**config.mk**
```make
export PLATFORM = sky130hd
export DESIGN_NAME = ssi_master_reader
export DESIGN_NICKNAME = d
export VERILOG_FILES = /design/src/rtl/ssi_pkg.sv /design/src/rtl/ssi_period_timer.sv /design/src/rtl/ssi_burst_fsm.sv /design/src/rtl/ssi_sampler.sv /design/src/rtl/ssi_master_reader.sv
export SDC_FILE = /design/constraint.sdc
export NUM_CORES = 1
export LEC_CHECK = 0
export ABC_AREA = 1
export CAP_MARGIN = 20
export CORE_MARGIN = 8
export CORE_UTILIZATION = 55
export CTS_CLUSTER_DIAMETER = 60
export DETAILED_ROUTE_END_ITERATION = 10
export DONT_BUFFER_PORTS = 1
export GPL_TIMING_DRIVEN = 0
export MAX_ROUTING_LAYER = met4
export PLACE_DENSITY_LB_ADDON = 0.25
export SETUP_SLACK_MARGIN = 0.3
export SLEW_MARGIN = 20
export SYNTH_ARGS = -nofsm -noshare
export SYNTH_HDL_FRONTEND = slang
export SYNTH_SLANG_ARGS = --single-unit
```
**constraint.sdc**
```tcl
create_clock -name clk -period 8.2 [get_ports clk]
set_input_delay 0.82 -clock clk [delete_from_list [all_inputs] [get_ports clk]]
set_output_delay 0.82 -clock clk [all_outputs]
set_load 0.05 [all_outputs]
```
**src/rtl/ssi_pkg.sv**
```systemverilog
package ssi_pkg;
    typedef enum logic [1:0] {
        ST_IDLE,
        ST_LOW,
        ST_HIGH,
        ST_MONO
    } ssi_state_t;
endpackage

```
**src/rtl/ssi_period_timer.sv**
```systemverilog
module ssi_period_timer #(
    parameter int PER_W = 24,
    parameter int LIMIT = 2_000_000
) (
    input  logic             clk,
    input  logic             rst_n,
    input  logic [PER_W-1:0] cfg_period,
    input  logic             take_i,
    output logic             req_o,
    output logic             too_long_o
);
    logic [PER_W-1:0] cnt;
    logic [PER_W-1:0] last;

    assign last = (cfg_period == '0) ? '0 : cfg_period - PER_W'(1);

    always_ff @(posedge clk or negedge rst_n) begin
        if (!rst_n) begin
            cnt        <= '0;
            req_o      <= 1'b0;
            too_long_o <= 1'b0;
        end else begin
            too_long_o <= cfg_period > PER_W'(LIMIT);
            if (take_i)
                req_o <= 1'b0;
            if (cnt >= last) begin
                cnt   <= '0;
                req_o <= 1'b1;
            end else begin
                cnt <= cnt + PER_W'(1);
            end
        end
    end

    // a pending request stays until the controller takes it
    a_r4_req_held: assert property (@(posedge clk) disable iff (!rst_n)
        (req_o && !take_i) |=> req_o);
endmodule

```
**src/rtl/ssi_burst_fsm.sv**
```systemverilog
module ssi_burst_fsm
    import ssi_pkg::*;
#(
    parameter int DIV_W = 8,
    parameter int BIT_W = 6,
    parameter int CNT_W = 6
) (
    input  logic             clk,
    input  logic             rst_n,
    input  logic [BIT_W-1:0] cfg_bits,
    input  logic [DIV_W-1:0] cfg_half,
    input  logic             req_i,
    output logic             take_o,
    output logic             data_rise_o,
    output logic             mono_end_o,
    output logic             ssi_clk_o
);
    localparam int PH_W = DIV_W + 2;

    ssi_state_t       state, state_n;
    logic [DIV_W-1:0] half;
    logic [PH_W-1:0]  half_last, mono_last, ph;
    logic [CNT_W-1:0] pcnt, n_ext;

    assign half      = (cfg_half == '0) ? DIV_W'(1) : cfg_half;
    assign half_last = PH_W'(half) - PH_W'(1);
    assign mono_last = (PH_W'(half) << 2) - PH_W'(1);
    assign n_ext     = CNT_W'(cfg_bits);

    always_comb begin
        state_n = state;
        unique case (state)
            ST_IDLE: if (req_i) state_n = ST_LOW;
            ST_LOW:  if (ph == half_last) state_n = ST_HIGH;
            ST_HIGH: if (ph == half_last)
                         state_n = (pcnt == n_ext + CNT_W'(1)) ? ST_MONO : ST_LOW;
            ST_MONO: if (ph == mono_last) state_n = ST_IDLE;
        endcase
    end

    assign take_o      = (state == ST_IDLE) && req_i;
    assign data_rise_o = (state == ST_LOW) && (ph == half_last) && (pcnt < n_ext);
    assign mono_end_o  = (state == ST_MONO) && (ph == mono_last);

    // state register with phase and pulse counters
    always_ff @(posedge clk or negedge rst_n) begin
        if (!rst_n) begin
            state <= ST_IDLE;
            ph    <= '0;
            pcnt  <= '0;
        end else begin
            state <= state_n;
            ph    <= (state_n != state || state == ST_IDLE) ? '0 : ph + PH_W'(1);
            if (take_o)
                pcnt <= '0;
            else if (state == ST_LOW && state_n == ST_HIGH)
                pcnt <= pcnt + CNT_W'(1);
        end
    end

    // output register
    always_ff @(posedge clk or negedge rst_n) begin
        if (!rst_n)
            ssi_clk_o <= 1'b1;
        else
            ssi_clk_o <= (state_n != ST_LOW);
    end

    // the line clock rests high whenever the controller is idle
    a_r1_idle_high: assert property (@(posedge clk) disable iff (!rst_n)
        (state == ST_IDLE) |-> ssi_clk_o);
    // never more than n+1 rising edges in a burst
    a_r1_pulse_limit: assert property (@(posedge clk) disable iff (!rst_n)
        pcnt <= n_ext + CNT_W'(1));
    // the dead time always ends in IDLE, never directly in a new burst
    a_r5_no_burst_from_mono: assert property (@(posedge clk) disable iff (!rst_n)
        ($past(state) == ST_MONO) |-> (state != ST_LOW));
endmodule

```
**src/rtl/ssi_sampler.sv**
```systemverilog
module ssi_sampler #(
    parameter int MAX_BITS = 32,
    parameter int BIT_W    = 6,
    parameter int DLY_W    = 8
) (
    input  logic                clk,
    input  logic                rst_n,
    input  logic [BIT_W-1:0]    cfg_bits,
    input  logic [DLY_W-1:0]    cfg_delay,
    input  logic                start_i,
    input  logic                rise_i,
    input  logic                mono_end_i,
    input  logic                sdata_i,
    output logic [MAX_BITS-1:0] word_o,
    output logic                valid_o,
    output logic                line_err_o
);
    localparam int IDX_W = $clog2(MAX_BITS);

    logic                armed, hit, last;
    logic [DLY_W-1:0]    dcnt;
    logic [BIT_W-1:0]    bcnt;
    logic [MAX_BITS-1:0] acc, acc_n;
    logic [IDX_W-1:0]    pos;

    assign hit  = armed && (dcnt == cfg_delay);
    assign pos  = IDX_W'(cfg_bits - bcnt - BIT_W'(1));
    assign last = (bcnt + BIT_W'(1)) == cfg_bits;

    always_comb begin
        acc_n      = acc;
        acc_n[pos] = sdata_i;
    end

    always_ff @(posedge clk or negedge rst_n) begin
        if (!rst_n) begin
            armed      <= 1'b0;
            dcnt       <= '0;
            bcnt       <= '0;
            acc        <= '0;
            word_o     <= '0;
            valid_o    <= 1'b0;
            line_err_o <= 1'b0;
        end else begin
            valid_o <= 1'b0;
            if (start_i) begin
                acc   <= '0;
                bcnt  <= '0;
                armed <= 1'b0;
            end
            if (hit) begin
                armed <= 1'b0;
                acc   <= acc_n;
                bcnt  <= bcnt + BIT_W'(1);
                if (last) begin
                    word_o  <= acc_n;
                    valid_o <= 1'b1;
                end
            end else if (armed) begin
                dcnt <= dcnt + DLY_W'(1);
            end
            if (rise_i) begin
                armed <= 1'b1;
                dcnt  <= '0;
            end
            if (mono_end_i)
                line_err_o <= !sdata_i;
        end
    end

    // the strobe never lasts two cycles
    a_r3_single_pulse: assert property (@(posedge clk) disable iff (!rst_n)
        valid_o |=> !valid_o);
    // the word changes only together with the strobe
    a_r3_word_hold: assert property (@(posedge clk) disable iff (!rst_n)
        !valid_o |-> $stable(word_o));
endmodule

```
**src/rtl/ssi_master_reader.sv**
```systemverilog
module ssi_master_reader #(
    parameter int MAX_BITS     = 32,
    parameter int DIV_W        = 8,
    parameter int PER_W        = 24,
    parameter int DLY_W        = 8,
    parameter int PERIOD_LIMIT = 2_000_000,
    localparam int BIT_W       = $clog2(MAX_BITS + 1),
    localparam int CNT_W       = $clog2(MAX_BITS + 2)
) (
    input  logic                clk,
    input  logic                rst_n,
    input  logic [BIT_W-1:0]    cfg_bits,
    input  logic [DIV_W-1:0]    cfg_half,
    input  logic [PER_W-1:0]    cfg_period,
    input  logic [DLY_W-1:0]    cfg_delay,
    input  logic                ssi_data_i,
    output logic                ssi_clk_o,
    output logic [MAX_BITS-1:0] word_o,
    output logic                word_valid_o,
    output logic                period_long_o,
    output logic                line_err_o
);
    logic req, take, data_rise, mono_end;

    ssi_period_timer #(
        .PER_W (PER_W),
        .LIMIT (PERIOD_LIMIT)
    ) u_timer (
        .clk        (clk),
        .rst_n      (rst_n),
        .cfg_period (cfg_period),
        .take_i     (take),
        .req_o      (req),
        .too_long_o (period_long_o)
    );

    ssi_burst_fsm #(
        .DIV_W (DIV_W),
        .BIT_W (BIT_W),
        .CNT_W (CNT_W)
    ) u_fsm (
        .clk         (clk),
        .rst_n       (rst_n),
        .cfg_bits    (cfg_bits),
        .cfg_half    (cfg_half),
        .req_i       (req),
        .take_o      (take),
        .data_rise_o (data_rise),
        .mono_end_o  (mono_end),
        .ssi_clk_o   (ssi_clk_o)
    );

    ssi_sampler #(
        .MAX_BITS (MAX_BITS),
        .BIT_W    (BIT_W),
        .DLY_W    (DLY_W)
    ) u_sampler (
        .clk        (clk),
        .rst_n      (rst_n),
        .cfg_bits   (cfg_bits),
        .cfg_delay  (cfg_delay),
        .start_i    (take),
        .rise_i     (data_rise),
        .mono_end_i (mono_end),
        .sdata_i    (ssi_data_i),
        .word_o     (word_o),
        .valid_o    (word_valid_o),
        .line_err_o (line_err_o)
    );
endmodule

```
==> results of run 1 <==
## stage by stage
step,worst slack (ns),std cells
floorplan,4.58,1058
global placement,3.67,1242
detailed placement,3.60,1242
CTS,4.05,1274
global route,3.69,1274
finish,4.05,1274
## cell families after synthesis
| kind of cell | Yosys count | synth area share, % |
|---|---|---|
| simple gates | 475 | 26.7 |
| compound gates | 188 | 13.2 |
| buf+inv | 174 | 8.13 |
| flops | 126 | 39.0 |
| xor+xnor | 48 | 5.71 |
| fa+ha+maj | 43 | 6.75 |
| mux | 4 | 0.495 |
## cells in the final DEF, fill, tap and decap left out, types with 4 or more instances in the layout
| cell | Yosys | layout |
|---|---|---|
| clkinvlp_4 | 0 | 5 |
| xor2_1 | 27 | 27 |
| clkbuf_16 | 0 | 17 |
| ha_1 | 42 | 42 |
| nor3_4 | 4 | 4 |
| a31oi_1 | 25 | 25 |
| nor2_1 | 115 | 115 |
| nor3_1 | 22 | 22 |
| nand3_1 | 85 | 85 |
| or2_2 | 13 | 13 |
| nor3_2 | 4 | 4 |
| nand3b_1 | 4 | 4 |
| o21ai_1 | 8 | 8 |
| o21ai_0 | 54 | 54 |
| xnor2_1 | 17 | 17 |
| nand2_1 | 184 | 184 |
| nor4_1 | 11 | 11 |
| a21oi_1 | 50 | 50 |
| clkbuf_1 | 26 | 27 |
| inv_1 | 142 | 142 |
| o31ai_1 | 5 | 5 |
| mux2i_1 | 4 | 4 |
| o22ai_1 | 33 | 33 |
| nand4_1 | 24 | 24 |
| dfrtp_1 | 125 | 125 |
## synth_stat cells, types with 2 or more instances
| cell type | n | share of area (%) |
|---|---|---|
| nand2_1 | 184 | 8.5 |
| inv_1 | 142 | 6.6 |
| dfrtp_1 | 125 | 39 |
| nor2_1 | 115 | 5.3 |
| nand3_1 | 85 | 5.3 |
| o21ai_0 | 54 | 3.3 |
| a21oi_1 | 50 | 3.1 |
| ha_1 | 42 | 6.5 |
| o22ai_1 | 33 | 2.6 |
| xor2_1 | 27 | 2.9 |
| clkbuf_1 | 26 | 1.2 |
| a31oi_1 | 25 | 1.9 |
| nand4_1 | 24 | 1.9 |
| nor3_1 | 22 | 1.4 |
| xnor2_1 | 17 | 1.8 |
| or2_2 | 13 | 1.0 |
| nor4_1 | 11 | 0.85 |
| o21ai_1 | 8 | 0.50 |
| o31ai_1 | 5 | 0.46 |
| mux2i_1 | 4 | 0.50 |
| nand3b_1 | 4 | 0.37 |
| nor3_2 | 4 | 0.50 |
| nor3_4 | 4 | 0.81 |
| a32oi_1 | 3 | 0.33 |
| nand2_2 | 3 | 0.23 |
| nor3b_1 | 3 | 0.28 |
| o2111ai_1 | 3 | 0.33 |
| o211ai_1 | 3 | 0.28 |
| inv_2 | 2 | 0.093 |
| o21a_1 | 2 | 0.19 |
| xor2_2 | 2 | 0.40 |
## state kept, by name, summed over array words and instances (netlist names), 2 cells and up
name and flops:
u_sampler.dcnt 8, u_sampler.word_o 32, u_fsm.state 2, u_sampler.bcnt 6, u_fsm.ph 10, u_sampler.acc 32
u_timer.cnt 24, u_fsm.pcnt 6
## area by class of cell
cell class | instances | share of cell area [%]
multi-input cells | 758 | 47.9
well taps | 184 | 2.58
clock inverters | 12 | 1.55
clock buffers | 20 | 5.13
flip-flops and latches | 126 | 35.4
plain buffers | 28 | 1.19
inverters | 146 | 6.18
## metal layers
metal	GRT usage, %	vias up	share of wire, %
met5	-	-	0
met4	6.58	0	1.5
met1	25.5	3313	45
met3	4.78	25	5.2
li1	-	3596	-
met2	34.5	173	48
## where the power goes
part	switching (uW)	internal [uW]	total, uW
combinational	255	154	408
sequential	78.5	690	768
clock	285	465	750
## worst max-delay path, delay by kind of cell
kind,cells,cell delay [ns]
adders and majority gates,2,0.43
and+or+nand+nor,9,1.98
AOI/OAI and AO/OA,3,0.60
buffers and inverters,4,0.62
## how the worst max path moves through the flow
stage | to | slack [ns] | cells past startpoint
after floorplan | u_timer.cnt[16]$_DFF_PN0_ | 4.58 | 18
after global routing | u_timer.cnt[8]$_DFF_PN0_ | 3.69 | 21
after global placement | u_timer.cnt[22]$_DFF_PN0_ | 3.67 | 18
after CTS | u_timer.cnt[13]$_DFF_PN0_ | 4.05 | 18
after detailed placement | u_timer.cnt[16]$_DFF_PN0_ | 3.60 | 18
final | u_timer.cnt[13]$_DFF_PN0_ | 4.05 | 18
==> out/metrics.yaml, run 1 <==
sta:
  setup-violations-final: 0
  final-hold-violation-count: 0
  hold_slack_ns: 0.102
  totalNegativeSetupSlack_ns: 0
  final_max_slew_viol_count: 0
  clock_skew_ns: 0.00782
  rsz0062_at_grt: "false"
  period_minus_slack_ns: 4.15
  tightest_slew_ns: 0.872
  finalCritPeriodShare_pct: 50.6
  timing.fmax_mhz: 241
  max-slew-margin-rel_pct: 41.4
power_and_ir_drop:
  totalPowerFinal_uw: 1930
  ir_worst_vdd_v: 0.000138
  power_density_nw_per_um2: 216
  p_leak_uw: 0.00414
floorplanning:
  die_h_um: 137
  rows: 44
  dieArea_um2: 18800
  die_x_um: 137
  start_util_pct: 56.0
  core-area_um2: 14400
  io_pins: 85
clock_network:
  hold_buffers: 0
  clock-sinks: 126
  ctsResizeCount: 0
  cts_buffer_depth: 2
  cts_setup_buffers: 0
  path_clk_slew_ns: 0.06
  cts_tree: "built"
  cts_made_buffers: 17
  htree_levels: 4
  cts_root_buffer: "clkbuf_16"
  clk_latency_ns: 0.42
setup_path:
  cp_max_fo: 10
  required_ns: 8.53
  r2r_slack_ns: 4.96
  reg2reg_from: "u_sampler.bcnt[0]$_DFFE_PN0P_"
  startpoint_type: "input pin"
  slowest_delay_ns: 0.36
  worstPathCellList: "inv_1, ha_1, inv_1, nor2_1, inv_1, nor3_2, nand2_1, nor3_2, nand4_1, a32oi_1, o21ai_1, ha_1, nand4_1, nor2_1, a211oi_1, nand3_1, clkbuf_1, nor3_1"
  critPathKind: "input pin to register"
  cp_data_arrival_time_ns: 4.47
  cp-startpoint: "cfg_period[0]"
  timing.rr.end: "u_sampler.acc[29]$_DFFE_PN0P_"
  end_kind: "register"
  rr_worst_depth: 10
  crit_top_cell: "inv_1"
  cp_slowest_cell: "clkbuf_1"
yosys:
  synth.distinct_cells: 44
  synth-seq-cells: 126
  ys_seq_area_share_pct: 39.0
  syn-cell-area_um2: 8080
  synth-edff-count: 0
  yosys_warnings: 0
  avgSynthCellArea_um2: 7.64
  synthFlopType: "dfrtp_1"
  syn_inst: 1058
  synth_nets: 1150
  synthArstFlopShare_pct: 100
drt:
  drc: 0
  vias: 7107
  drt_wl_total_um: 18900
  firstDrtPassIters: 5
  ant_nets: 0
  wl_per_cell_um: 14.8
  drtIter0Drc: 551
  via_per_inst: 5.58
placed_design:
  io_buffer_count: 0
  hpwl_um: 14100
  gp_congestion: 0.890
  post_dp_cell_area_um2: 8310
finish:
  fillers: 1320
  register_area_um2: 3150
  num_antenna_cells: 0
  multi_input_area_um2: 4270
  fin_util_pct: 61.7
  finalInstanceArea_um2: 8910
  final_nets: 1169
  drive_gt1_share_pct: 6.06
  area_delta_synth_final_pct: 10.2
global_route:
  grt_pass1_vias: 6646
  antenna_found_initial: 0
  grt_max_degree: 127
  grtUsageTotal_pct: 21.1
  grt_pass1_wl_um: 31200
  grt_remaining_overflow: 0
status:
  status: "finished, final reports clean"
flow_run:
  max_cap_viol_count: 0
worst_hold_path:
  hold_path.class: "input pin to asynchronous set/reset pin"
Power figures use the tool's default switching activity.
==> run 2: changes to the inputs <==
Clock period 8.2 ns to 3.4 ns, I/O delays scaled along.
==> out/metrics.yaml, run 2 (same netlist as run 1, synthesis figures left out) <==
floorplanning:
  die_h_um: 137  # unchanged
  core-area_um2: 14400  # unchanged
  die_x_um: 137  # unchanged
  rows: 44  # unchanged
  start_util_pct: 56.0  # unchanged
  io_pins: 85  # unchanged
  dieArea_um2: 18800  # unchanged
placed_design:
  preCtsSetupSlack_ns: -0.536  # was 3.60 ns
  gp_congestion: 0.877  # was 0.890
  post_dp_cell_area_um2: 8310  # about the same
  hpwl_um: 14200  # was 14,100 um
  io_buffer_count: 0  # unchanged
status:
  failed_checks: "hold timing"
  status: "complete, but fails checks"  # was finished, final reports clean
drt:
  wl_per_cell_um: 15.3  # was 14.8 um
  firstDrtPassIters: 6  # was 5
  m1WireLength_um: 8500  # was 8490 um
  drc: 0  # unchanged
  via_per_inst: 5.64  # was 5.58
  wl_met2_um: 9310  # was 9100 um
  ant_nets: 0  # unchanged
  dr_wl_met3_um: 1500  # was 978 um
  vias: 7259  # was 7,107
  drt_wl_total_um: 19700  # was 18,900 um
  topRoutingLayerUsed: "met4"  # unchanged
  drtIter0Drc: 679  # was 551
finish:
  largestRegisters: "u_sampler.acc: 32 flops, u_sampler.word_o: 32 flops, u_timer.cnt: 24 flops"  # unchanged
  final_common_cell: "nand2_1"  # unchanged
  multi_input_area_um2: 4370  # was 4270 um2
  final_nets: 1182  # was 1,169
  register_area_um2: 3150  # unchanged
  area_delta_synth_final_pct: 13.4  # was 10.2%
  num_antenna_cells: 0  # unchanged
  fillers: 1281  # was 1,320
  finalInstanceArea_um2: 9160  # was 8910 um2
  fin_util_pct: 63.5  # was 61.7%
  final_cell_mix: "nand2_1 (183), inv_1 (140), dfrtp_1 (125)"  # was nand2_1 (184), inv_1 (142), dfrtp_1 (125)
  drive_gt1_share_pct: 9.16  # was 6.06%
clock_network:
  cts_tree: "built"  # unchanged
  path_clk_slew_ns: 0.06  # about the same
  clk_latency_ns: 0.42  # about the same
  cts_root_buffer: "clkbuf_16"  # unchanged
  cts_buffer_depth: 2  # unchanged
  htree_levels: 4  # unchanged
  cts_made_buffers: 17  # unchanged
  clock-sinks: 126  # unchanged
sta:
  max-slew-margin-rel_pct: 62.4  # was 41.4%
  hold_slack_ns: -0.383  # was 0.102 ns
  setup-violations-final: 0  # unchanged
  final-hold-violation-count: 126  # was 0
  period_minus_slack_ns: 2.95
  timing.fmax_mhz: 339
  finalCritPeriodShare_pct: 86.8
  totalNegativeSetupSlack_ns: 0  # unchanged
  setup_slack_ns: 0.447  # was 4.05 ns
  clock_skew_ns: 0.00816  # was 0.00782 ns
  tightest_slew_ns: 0.564  # was 0.872 ns
  rsz0062_at_grt: "false"  # unchanged
  final_max_slew_viol_count: 0  # unchanged
setup_path:
  crit_top_cell: "inv_1"  # unchanged
  cp_slowest_cell: "fa_1"  # was clkbuf_1
  slowest_delay_ns: 0.48  # was 0.36 ns
  cp_max_fo: 10  # unchanged
  path_delay_family: "buffers and inverters"  # was simple AND/OR/NAND/NOR gates
  cp_data_arrival_time_ns: 3.22  # was 4.47 ns
  required_ns: 3.67  # was 8.53 ns
  critPathKind: "register to register"  # was input pin to register
  worstPathCellList: "inv_1, ha_1, inv_1, fa_1, clkbuf_2, inv_1, nor2_2, clkbuf_2, a21oi_1, a31oi_1, o22ai_1"  # was inv_1, ha_1, inv_1, nor2_1, inv_1, nor3_2, nand2_1, nor3_2, nand4_1, a32oi_1, o21ai_1, ha_1, nand4_1, nor2_1, a211oi_1, nand3_1, clkbuf_1, nor3_1
  startpoint_type: "register"  # was input pin
  end_kind: "register"  # unchanged
  path_buf_inv: 5  # was 4
global_route:
  grt_remaining_overflow: 0  # unchanged
  grt_pass1_wl_um: 32600  # was 31,200 um
  antenna_found_initial: 0  # unchanged
  grtUsageTotal_pct: 22.0  # was 21.1%
  grt_max_degree: 127  # unchanged
  grt_pass1_vias: 6937  # was 6,646
power_and_ir_drop:
  totalPowerFinal_uw: 4840  # was 1930 uW
  p_leak_uw: 0.00429  # was 0.00414 uW
  ir_worst_vdd_v: 0.000367  # was 0.000138 V
  power_density_nw_per_um2: 528  # was 216 nW/um2
flow_run:
  max_cap_viol_count: 0  # unchanged
worst_hold_path:
  hold_path.class: "input pin to asynchronous set/reset pin"  # unchanged
run 2: worst paths after layout:
kind | start | to | slack (ns) | depth (start not counted)
max in group asynchronous | rst_n | u_sampler.bcnt[2]$_DFFE_PN0P_ | 3.54 | 0
min in group clk | cfg_period[23] | u_timer.too_long_o$_DFF_PN0_ | 0.11 | 2
worst max register to register | u_sampler.bcnt[0]$_DFFE_PN0P_ | u_sampler.acc[4]$_DFFE_PN0P_ | 0.45 | 11
worst max-delay path | u_sampler.bcnt[0]$_DFFE_PN0P_ | u_sampler.acc[4]$_DFFE_PN0P_ | 0.45 | 11
worst min register to register | u_timer.cnt[0]$_DFF_PN0_ | u_timer.cnt[0]$_DFF_PN0_ | 0.49 | 1
worst min-delay path | rst_n | u_fsm.pcnt[3]$_DFFE_PN0P_ | -0.38 | 0
run 2: final cells by class:
cell class | count | share of cell area, %
sequential | 126 | 34.4
multi-input combinational | 758 | 47.7
clock buffer | 20 | 4.88
timing repair buffer | 13 | 1.08
inverter | 146 | 6.01
buffer | 28 | 1.37
clock inverter | 12 | 2.01
tap | 184 | 2.51
run 2: per-layer routing:
layer | track usage [%] | vias up
met5 | - | -
met4 | 7.48 | 0
met3 | 5.54 | 39
met2 | 34.8 | 237
met1 | 27.0 | 3359
li1 | - | 3624
run 2: timing repair:
action / 4_1_cts / 5_1_grt
pin swaps: 1 / 8
gates cloned: 0 / 1
hold endpoints to repair: 126 / 126
setup buffers: 3 / 9
resized for setup: 10 / 33
endpoints found under the setup margin: 33 / 68
run 2: where the power goes:
| part | switching (uW) | internal (uW) |
|---|---|---|
| registers | 191 | 1660 |
| logic | 643 | 402 |
| clock network | 686 | 1250 |
run 2: metrics by stage:
stage / std cells / hold slack, ns
2_1_floorplan: 1058 / 0.0444
3_3_place_gp: 1242 / 0.0518
3_5_place_dp: 1242 / 0.0515
4_1_cts: 1277 / -0.397
5_1_grt: 1287 / -0.400
6_report: 1287 / -0.383
